## config.mk

```make
export PLATFORM = sky130hd
export DESIGN_NAME = domain_guard
export DESIGN_NICKNAME = d
export VERILOG_FILES = /design/src/rtl/dg_pkg.sv /design/src/rtl/dg_region_table.sv /design/src/rtl/dg_region_match.sv /design/src/rtl/domain_guard.sv
export SDC_FILE = /design/constraint.sdc
export NUM_CORES = 2
export LEC_CHECK = 0
export CORE_UTILIZATION = 57
export CTS_CLUSTER_SIZE = 12
export DETAILED_ROUTE_END_ITERATION = 6
export HOLD_SLACK_MARGIN = 0.03
export PLACE_DENSITY = 0.77
export SKIP_LAST_GASP = 1
export SYNTH_ARGS = -nofsm -noshare
export SYNTH_HDL_FRONTEND = slang
export SYNTH_SLANG_ARGS = --single-unit
```

## constraint.sdc

```tcl
create_clock -name clk -period 4 [get_ports clk]
set_input_delay 0.8 -clock clk [delete_from_list [all_inputs] [get_ports clk]]
set_output_delay 0.8 -clock clk [all_outputs]
set_load 0.005 [all_outputs]
```

## src/rtl/dg_pkg.sv

```systemverilog
// Shared types for the tagged protection domain checker.
// Assumes a two-bit cause field on both response channels.
package dg_pkg;
    typedef enum logic [1:0] {
        CAUSE_NONE      = 2'd0,
        CAUSE_NO_REGION = 2'd1,
        CAUSE_TAG_MISM  = 2'd2,
        CAUSE_BAD_ENTRY = 2'd3
    } dg_cause_e;
endpackage

```

## src/rtl/dg_region_table.sv

```systemverilog
// Region table storage: NREG entries of bounds, entry address, tag and valid.
// Assumes writes come only from a privileged source; reset clears all entries.
module dg_region_table #(
    parameter int NREG   = 8,
    parameter int ADDR_W = 16,
    parameter int TAG_W  = 4,
    parameter int IDX_W  = $clog2(NREG)
) (
    input  logic                           clk,
    input  logic                           rst_n,
    input  logic                           we,
    input  logic [IDX_W-1:0]               idx,
    input  logic [ADDR_W-1:0]              base_in,
    input  logic [ADDR_W-1:0]              limit_in,
    input  logic [ADDR_W-1:0]              entry_in,
    input  logic [TAG_W-1:0]               tag_in,
    input  logic                           valid_in,
    output logic [NREG-1:0][ADDR_W-1:0]    base_o,
    output logic [NREG-1:0][ADDR_W-1:0]    limit_o,
    output logic [NREG-1:0][ADDR_W-1:0]    entry_o,
    output logic [NREG-1:0][TAG_W-1:0]     tag_o,
    output logic [NREG-1:0]                valid_o
);
    for (genvar g = 0; g < NREG; g++) begin : g_ent
        // Hold one entry; load it when the write targets this slot.
        always_ff @(posedge clk) begin
            if (!rst_n) begin
                base_o[g]  <= '0;
                limit_o[g] <= '0;
                entry_o[g] <= '0;
                tag_o[g]   <= '0;
                valid_o[g] <= 1'b0;
            end else if (we && idx == IDX_W'(g)) begin
                base_o[g]  <= base_in;
                limit_o[g] <= limit_in;
                entry_o[g] <= entry_in;
                tag_o[g]   <= tag_in;
                valid_o[g] <= valid_in;
            end
        end
    end
endmodule

```

## src/rtl/dg_region_match.sv

```systemverilog
// Priority lookup: finds the lowest-numbered valid entry whose inclusive
// range holds addr. Purely combinational; assumes base <= limit per entry.
module dg_region_match #(
    parameter int NREG   = 8,
    parameter int ADDR_W = 16,
    parameter int TAG_W  = 4
) (
    input  logic [NREG-1:0][ADDR_W-1:0]    base_i,
    input  logic [NREG-1:0][ADDR_W-1:0]    limit_i,
    input  logic [NREG-1:0][ADDR_W-1:0]    entry_i,
    input  logic [NREG-1:0][TAG_W-1:0]     tag_i,
    input  logic [NREG-1:0]                valid_i,
    input  logic [ADDR_W-1:0]              addr,
    output logic                           hit,
    output logic [TAG_W-1:0]               tag_o,
    output logic [ADDR_W-1:0]              entry_o
);
    // Scan from the top so the lowest matching index is written last.
    always_comb begin
        hit     = 1'b0;
        tag_o   = '0;
        entry_o = '0;
        for (int i = NREG - 1; i >= 0; i--) begin
            if (valid_i[i] && addr >= base_i[i] && addr <= limit_i[i]) begin
                hit     = 1'b1;
                tag_o   = tag_i[i];
                entry_o = entry_i[i];
            end
        end
    end
endmodule

```

## src/rtl/domain_guard.sv

```systemverilog
// Tagged protection domain checker. Grants an access when its region's tag
// equals the current tag (tag 0 skips the comparison), and moves the current
// tag on a jump that lands exactly on a region's entry address.
// Assumes one access and one jump per cycle at most; loads and stores are
// checked alike. Responses are registered one cycle after the request.
module domain_guard #(
    parameter int NREG   = 8,
    parameter int ADDR_W = 16,
    parameter int TAG_W  = 4,
    parameter int IDX_W  = $clog2(NREG)
) (
    input  logic              clk,
    input  logic              rst_n,
    input  logic              cfg_we,
    input  logic [IDX_W-1:0]  cfg_idx,
    input  logic [ADDR_W-1:0] cfg_base,
    input  logic [ADDR_W-1:0] cfg_limit,
    input  logic [ADDR_W-1:0] cfg_entry,
    input  logic [TAG_W-1:0]  cfg_tag,
    input  logic              cfg_valid,
    input  logic              acc_valid,
    input  logic [ADDR_W-1:0] acc_addr,
    input  logic              acc_write,
    input  logic              jmp_valid,
    input  logic [ADDR_W-1:0] jmp_target,
    output logic              rsp_valid,
    output logic              rsp_grant,
    output logic [1:0]        rsp_cause,
    output logic              jrsp_valid,
    output logic              jrsp_grant,
    output logic [1:0]        jrsp_cause,
    output logic [TAG_W-1:0]  cur_tag
);
    import dg_pkg::*;

    logic [NREG-1:0][ADDR_W-1:0] t_base, t_limit, t_entry;
    logic [NREG-1:0][TAG_W-1:0]  t_tag;
    logic [NREG-1:0]             t_valid;

    logic              a_hit, j_hit;
    logic [TAG_W-1:0]  a_tag, j_tag;
    logic [ADDR_W-1:0] a_entry, j_entry;
    logic              acc_ok, jmp_ok;
    dg_cause_e         acc_cause, jmp_cause;
    logic              unused_ok;

    assign unused_ok = ^{acc_write, a_entry};

    dg_region_table #(.NREG(NREG), .ADDR_W(ADDR_W), .TAG_W(TAG_W), .IDX_W(IDX_W)) u_tbl (
        .clk(clk), .rst_n(rst_n), .we(cfg_we), .idx(cfg_idx),
        .base_in(cfg_base), .limit_in(cfg_limit), .entry_in(cfg_entry),
        .tag_in(cfg_tag), .valid_in(cfg_valid),
        .base_o(t_base), .limit_o(t_limit), .entry_o(t_entry),
        .tag_o(t_tag), .valid_o(t_valid)
    );

    dg_region_match #(.NREG(NREG), .ADDR_W(ADDR_W), .TAG_W(TAG_W)) u_acc_match (
        .base_i(t_base), .limit_i(t_limit), .entry_i(t_entry), .tag_i(t_tag),
        .valid_i(t_valid), .addr(acc_addr),
        .hit(a_hit), .tag_o(a_tag), .entry_o(a_entry)
    );

    dg_region_match #(.NREG(NREG), .ADDR_W(ADDR_W), .TAG_W(TAG_W)) u_jmp_match (
        .base_i(t_base), .limit_i(t_limit), .entry_i(t_entry), .tag_i(t_tag),
        .valid_i(t_valid), .addr(jmp_target),
        .hit(j_hit), .tag_o(j_tag), .entry_o(j_entry)
    );

    // Decide the access outcome against the tag held before any jump lands.
    always_comb begin
        acc_ok = a_hit && (cur_tag == '0 || a_tag == cur_tag);
        if (!a_hit)      acc_cause = CAUSE_NO_REGION;
        else if (acc_ok) acc_cause = CAUSE_NONE;
        else             acc_cause = CAUSE_TAG_MISM;
    end

    // Decide the jump outcome: target must equal the matched entry address.
    always_comb begin
        jmp_ok = j_hit && (jmp_target == j_entry);
        if (!j_hit)      jmp_cause = CAUSE_NO_REGION;
        else if (jmp_ok) jmp_cause = CAUSE_NONE;
        else             jmp_cause = CAUSE_BAD_ENTRY;
    end

    // Register responses and move the current tag on an accepted jump.
    always_ff @(posedge clk) begin
        if (!rst_n) begin
            rsp_valid  <= 1'b0;
            rsp_grant  <= 1'b0;
            rsp_cause  <= CAUSE_NONE;
            jrsp_valid <= 1'b0;
            jrsp_grant <= 1'b0;
            jrsp_cause <= CAUSE_NONE;
            cur_tag    <= '0;
        end else begin
            rsp_valid  <= acc_valid;
            rsp_grant  <= acc_valid && acc_ok;
            rsp_cause  <= acc_valid ? acc_cause : CAUSE_NONE;
            jrsp_valid <= jmp_valid;
            jrsp_grant <= jmp_valid && jmp_ok;
            jrsp_cause <= jmp_valid ? jmp_cause : CAUSE_NONE;
            if (jmp_valid && jmp_ok) cur_tag <= j_tag;
        end
    end
endmodule

```

# [Word-level counts from Yosys, hierarchy flattened]
# Index checks and enable logic that the tools add are counted.
# W data, S select, Z words.
[classes] n_lt_le_gt_ge=32 eq_ne=9 muxes=44 reduce_logical=51
[ops] cell="$ge A16 B16 Y1" count=16
[ops] cell="$le A16 B16 Y1" count=16
[ops] cell="$mux W16" count=8
[ops] cell="$mux W4" count=16
[ops] cell="$logic_and A1 B1 Y1" count=44
[ops] cell="$mux W1" count=18
[ops] cell="$eq A16 B16 Y1" count=1
[ops] cell="$eq A3 B3 Y1 const B" count=4
[ops] cell="$eq A3 B2 Y1 const B" count=2
[ops] cell="$reduce_and A3 Y1" count=2
[ops] cell="$eq A4 B4 Y1" count=1
[ops] cell="$logic_not A4 Y1" count=1
[ops] cell="$mux W2" count=2
[ops] cell="$reduce_and A2 Y1" count=2
[ops] cell="$eq A3 B1 Y1 const B" count=1
[ops] cell="$logic_not A3 Y1" count=1
[ops] cell="$logic_or A1 B1 Y1" count=1
[totals] reg_bits=436 out_inout_bits=12

# [Depth between registers and ports, before layout]
[depth] word_depth=16 mapped_depth=17 mapped_depth_nobuf=14

# [Hierarchy]
# From an unflattened synthesis, not the netlist that was laid out.
[unflattened] hier_cells=3716 area_unflattened_um2=32050.7
[by_module_without_submodules] module="dg_region_table" n_inst=1 cells_each=1434 area_per_inst_um2=15429.8
[by_module_without_submodules] module="dg_region_match (u_jmp_match)" n_inst=1 cells_each=1132 area_per_inst_um2=8114.0
[by_module_without_submodules] module="dg_region_match (u_acc_match)" n_inst=1 cells_each=1083 area_per_inst_um2=7883.8
[by_module_without_submodules] module="domain_guard" n_inst=1 cells_each=67 area_per_inst_um2=623.1

# [Least setup slack after synthesis]
# OpenSTA, ideal clock, no wires.
[synth_path] path_type="input -> register" start="input port jmp_target[0]" end="register cur_tag[0]" setup_time_ps=72 arrival_ps=4114 required_time_ps=3928 setup_slack_ps=-185 stages=15 cell_sequence="inv_1 ha_1 nand2b_1 a2111o_1 a311oi_2 o41ai_2 o21a_1 buf_6 buf_6 a311o_1 a2111o_1 a2bb2oi_2 nand4b_1 nor4_4 mux2i_1"
[synth_via] elab_chain_len=14
[synth_rtl] element="from (decl)" line_no="domain_guard.sv:25" text="input logic [ADDR_W-1:0] jmp_target,"
[synth_rtl] element="$ge A16 B16 Y1" line_no="dg_region_match.sv:24" text="if (valid_i[i] && addr >= base_i[i] && addr <= limit_i[i]) begin"
[synth_rtl] element="$logic_and A1 B1 Y1 (2 in series)" line_no="dg_region_match.sv:24"
[synth_rtl] element="$mux W16 (8 in series)" line_no="dg_region_match.sv:24"
[synth_rtl] element="$eq A16 B16 Y1" line_no="domain_guard.sv:79" text="jmp_ok = j_hit && (jmp_target == j_entry);"
[synth_rtl] element="$logic_and A1 B1 Y1" line_no="domain_guard.sv:79"
[synth_rtl] element="$logic_and A1 B1 Y1" line_no="domain_guard.sv:102" text="if (jmp_valid && jmp_ok) cur_tag <= j_tag;"
[synth_rtl] element="to (signal assigned)" line_no="domain_guard.sv:102"
[synth_rtl] element="to (decl)" line_no="domain_guard.sv:32" text="output logic [TAG_W-1:0] cur_tag"
# Several ways; a longest one is shown, not always the timed one.
# A chain may end at the register's enable or synchronous reset.

# [Worst setup path in the final report]
[layout_path] start="input port jmp_target[15]" end="register cur_tag[0]"
# The elaborated chain is that of the path after synthesis.

==> impl_metrics.py <==
metrics = {
    "status": {
        "outcome": "complete, but fails checks",
        "violations": "negative setup slack",
    },
    "final_layout": {
        "nNetsFinal": 5012,
        "final_cell_mix": "948 x nand2_1, 445 x ha_1, 435 x dfxtp_1, 427 x a21boi_0, 415 x buf_4",
        "layout_commonest_cell": "nand2_1",
        "drive_gt1_share_pct": 21.4,
        "syn_to_final_growth_pct": 31.7,
        "final_cells": 5142,
    },
    "hold_path": {
        "hold_class": "flip-flop to flip-flop",
    },
    "critical_path": {
        "arrival_ns": 4.68,
        "start_kind": "input pin",
        "critPathCaptureType": "flip-flop",
        "path_max_fanout": 5,
        "criticalPathCategory": "input pin to flip-flop",
        "cp.required_ns": 4.55,
        "r2r_slack_ns": -0.01,
    },
    "power": {
        "comb_power_share_pct": 21.0,
        "p_int_mw": 8.34,
        "clockPowerShare_pct": 40.8,
        "peakVddDrop_mv": 0.307,
        "power_leakage_nw": 15.8,
        "swShare_pct": 29.2,
        "power_density_nw_per_um2": 286,
        "seq_power_share_pct": 38.3,
        "p_switching_mw": 3.43,
    },
    "synth": {
        "yosysTopAreaCellShare_pct": 28.0,
        "synth_edf_count": 0,
        "synth_area_leaders": "dfxtp_1 28%, ha_1 21%, nand2_1 12%",
        "avgSynthCellArea_sq_um": 7.94,
        "ys_seq_elements": 436,
        "postSynthCellCount": 3931,
        "ys_types": 102,
        "ys.flop_type": "dfxtp_1",
        "yosysTopAreaCell": "dfxtp_1",
        "syn-num-nets": 4537,
        "syn_area_sq_um": 31200,
        "yosysWarnings": 0,
        "async_reset_ff_share_pct": 0,
        "yosysSeqAreaShare_pct": 28.0,
    },
    "clock_tree": {
        "cts-root-buf": "clkbuf_16",
        "htreeDepth": 2,
        "clockBufferDepth": 3,
        "cts_tree": "done",
        "clock-sinks": 436,
        "path_clk_slew_ns": 0.06,
        "cts_buffers": 49,
        "insertion_delay_ns": 0.62,
    },
    "placement": {
        "dp_hpwl_um": 83900,
        "port_buffers": 104,
        "place_inst": 4920,
        "routabilityCongestion": 0.994,
    },
    "sta": {
        "slew-limit-headroom_pct": 39.1,
        "setup_viol": 7,
        "worst_pin_slew_ns": 0.911,
        "min_period_ns": 4.14,
        "fmax_ghz": 0.242,
        "slew_violations": 0,
        "rsz0062_at_grt": "true",
        "period_share_pct": 103,
        "holdWs_ns": 0.458,
        "finalHoldViolations": 0,
        "worst_slack_ns": -0.138,
        "finalClockSkew_ns": 0.0155,
    },
    "floorplanning": {
        "initial_core_util_pct": 57.9,
        "die_height_um": 236,
        "die_width_um": 236,
        "io_pins": 106,
        "die_area_sq_um": 55700,
        "core_area_sq_um": 53900,
        "rows": 85,
    },
    "drt": {
        "dr.pass1.iters": 6,
        "drt-total-wl_um": 127000,
        "avgViaCountPerCell": 6.41,
        "drc": 0,
        "vias": 32900,
        "wl_per_cell_um": 24.8,
        "ant_nets": 0,
        "drt_iter0_markers": 3526,
    },
    "grt": {
        "use_met1_pct": 54.3,
        "grt-busiest-layer": "met2",
        "grt_overflow": 0,
        "gr-usage-met3_pct": 10.0,
        "grt_pass1_vias": 31400,
        "globalRouteMet2Util_pct": 65.7,
        "antenna_found_initial": 1,
        "grt_max_degree": 130,
        "grt_pass1_wl_um": 184000,
        "grt.total_usage_pct": 43.1,
    },
    "run": {
        "maxCapViolCount": 0,
    },
}
[cell type report]
class                      instances  area (sq um)
clock inverter                    18           228
fill                            3678         12800
inverter                         278          1050
multi-input combinational       2999         22600
tap                              696           871
timing repair buffer             642          6160
clock buffer                      71          1440
antenna                            2          5.00
sequential                       436          8730
[registers in the layout, indices dropped and copies added, names as in the netlist]
register	count
cur_tag	4
jrsp_cause	2
jrsp_grant	1
jrsp_valid	1
rsp_cause	2
rsp_grant	1
rsp_valid	1
u_tbl.base_o	128
u_tbl.entry_o	128
u_tbl.limit_o	128
u_tbl.tag_o	32
u_tbl.valid_o	8
[final timing paths]
path | start | to | depth (start not counted)
worst max-delay path | jmp_target[15] | cur_tag[0] | 18
worst min-delay path | u_tbl.limit_o[74] | u_tbl.limit_o[74] | 2
worst max register to register | u_tbl.limit_o[94] | jrsp_grant | 19
worst min register to register | u_tbl.limit_o[74] | u_tbl.limit_o[74] | 2
[through the flow]
stage | worst slack [ns] | cell area [sq um] | setup TNS [ns] | total power, mW | util, %
after floorplan | -0.123 | 31200 | -0.491 | 5.61 | -
after global placement | -1.41 | 35900 | -11.61 | 6.54 | 66.7
after detailed placement | -1.40 | 35900 | -11.34 | 6.59 | 66.7
after CTS | -0.00914 | 39600 | -0.00914 | 11.5 | 73.4
after global routing | -0.297 | 41100 | -1.83 | 12.1 | 76.2
final | -0.138 | 41100 | -0.801 | 11.8 | 76.2
[cell usage after synthesis (34+ instances only)]
| library cell | count |
|---|---|
| clkbuf_1 | 139 |
| dfxtp_1 | 436 |
| clkbuf_2 | 53 |
| ha_1 | 512 |
| a211oi_1 | 35 |
| a21boi_0 | 427 |
| o21a_1 | 34 |
| a21o_1 | 78 |
| nand2_1 | 957 |
| nand4_1 | 83 |
| inv_1 | 278 |
| a21oi_1 | 139 |
| nor3_1 | 40 |
| nor2_1 | 102 |
| o21ai_0 | 95 |
| nand3_1 | 64 |
[critical path: stages]
cell and delay [ns]:
clkdlybuf4s15_2 0.20, buf_12 0.15, buf_4 0.14, ha_1 0.32
nand4_1 0.29, buf_4 0.26, o2bb2ai_2 0.28, buf_6 0.19
o21ai_4 0.07, buf_6 0.16, a311oi_4 0.34, o31ai_4 0.15
mux2i_2 0.19, a221oi_2 0.37, nand4_1 0.21, nor4_4 0.20
buf_6 0.17, mux2i_1 0.19
[layer usage]
metal | share of wire (%) | wire (um) | up-vias
met5 | 0 | 0 | -
met3 | 12 | 15600 | 628
met4 | 7.9 | 10100 | 0
li1 | - | - | 14700
met1 | 38 | 47900 | 15500
met2 | 42 | 53700 | 2070
[power groups by stage]
stage               registers [mW]  logic [mW]  clock network (mW)
global route                  4.51        2.62                4.97
finish                        4.50        2.47                4.80
floorplan                     4.57        1.04                   0
CTS                           4.50        2.19                4.80
global placement              4.59        1.95                   0
detailed placement            4.59        2.00                   0
[timing repair]
action	4_1_cts	5_1_grt
hold buffers	0	0
buffers inserted	86	49
cloned	2	5
pin swaps	130	126
gates resized for setup	280	216
endpoints found under the setup margin	9	9
[kinds of logic (layout without fill, tap and decap cells)]
kind of cell / after synthesis / after routing / share of synthesized area [%]
simple gates: 1418 / 1418 / 20.0
compound gates: 1050 / 1050 / 24.4
fa+ha+maj: 512 / 512 / 20.5
buf+inv: 496 / 1009 / 6.46
flops: 436 / 436 / 28.0
xor+xnor: 10 / 10 / 0.281
mux: 9 / 9 / 0.289
other cells: 0 / 2 / 0
Note: power is estimated with default switching activity, not from simulation.
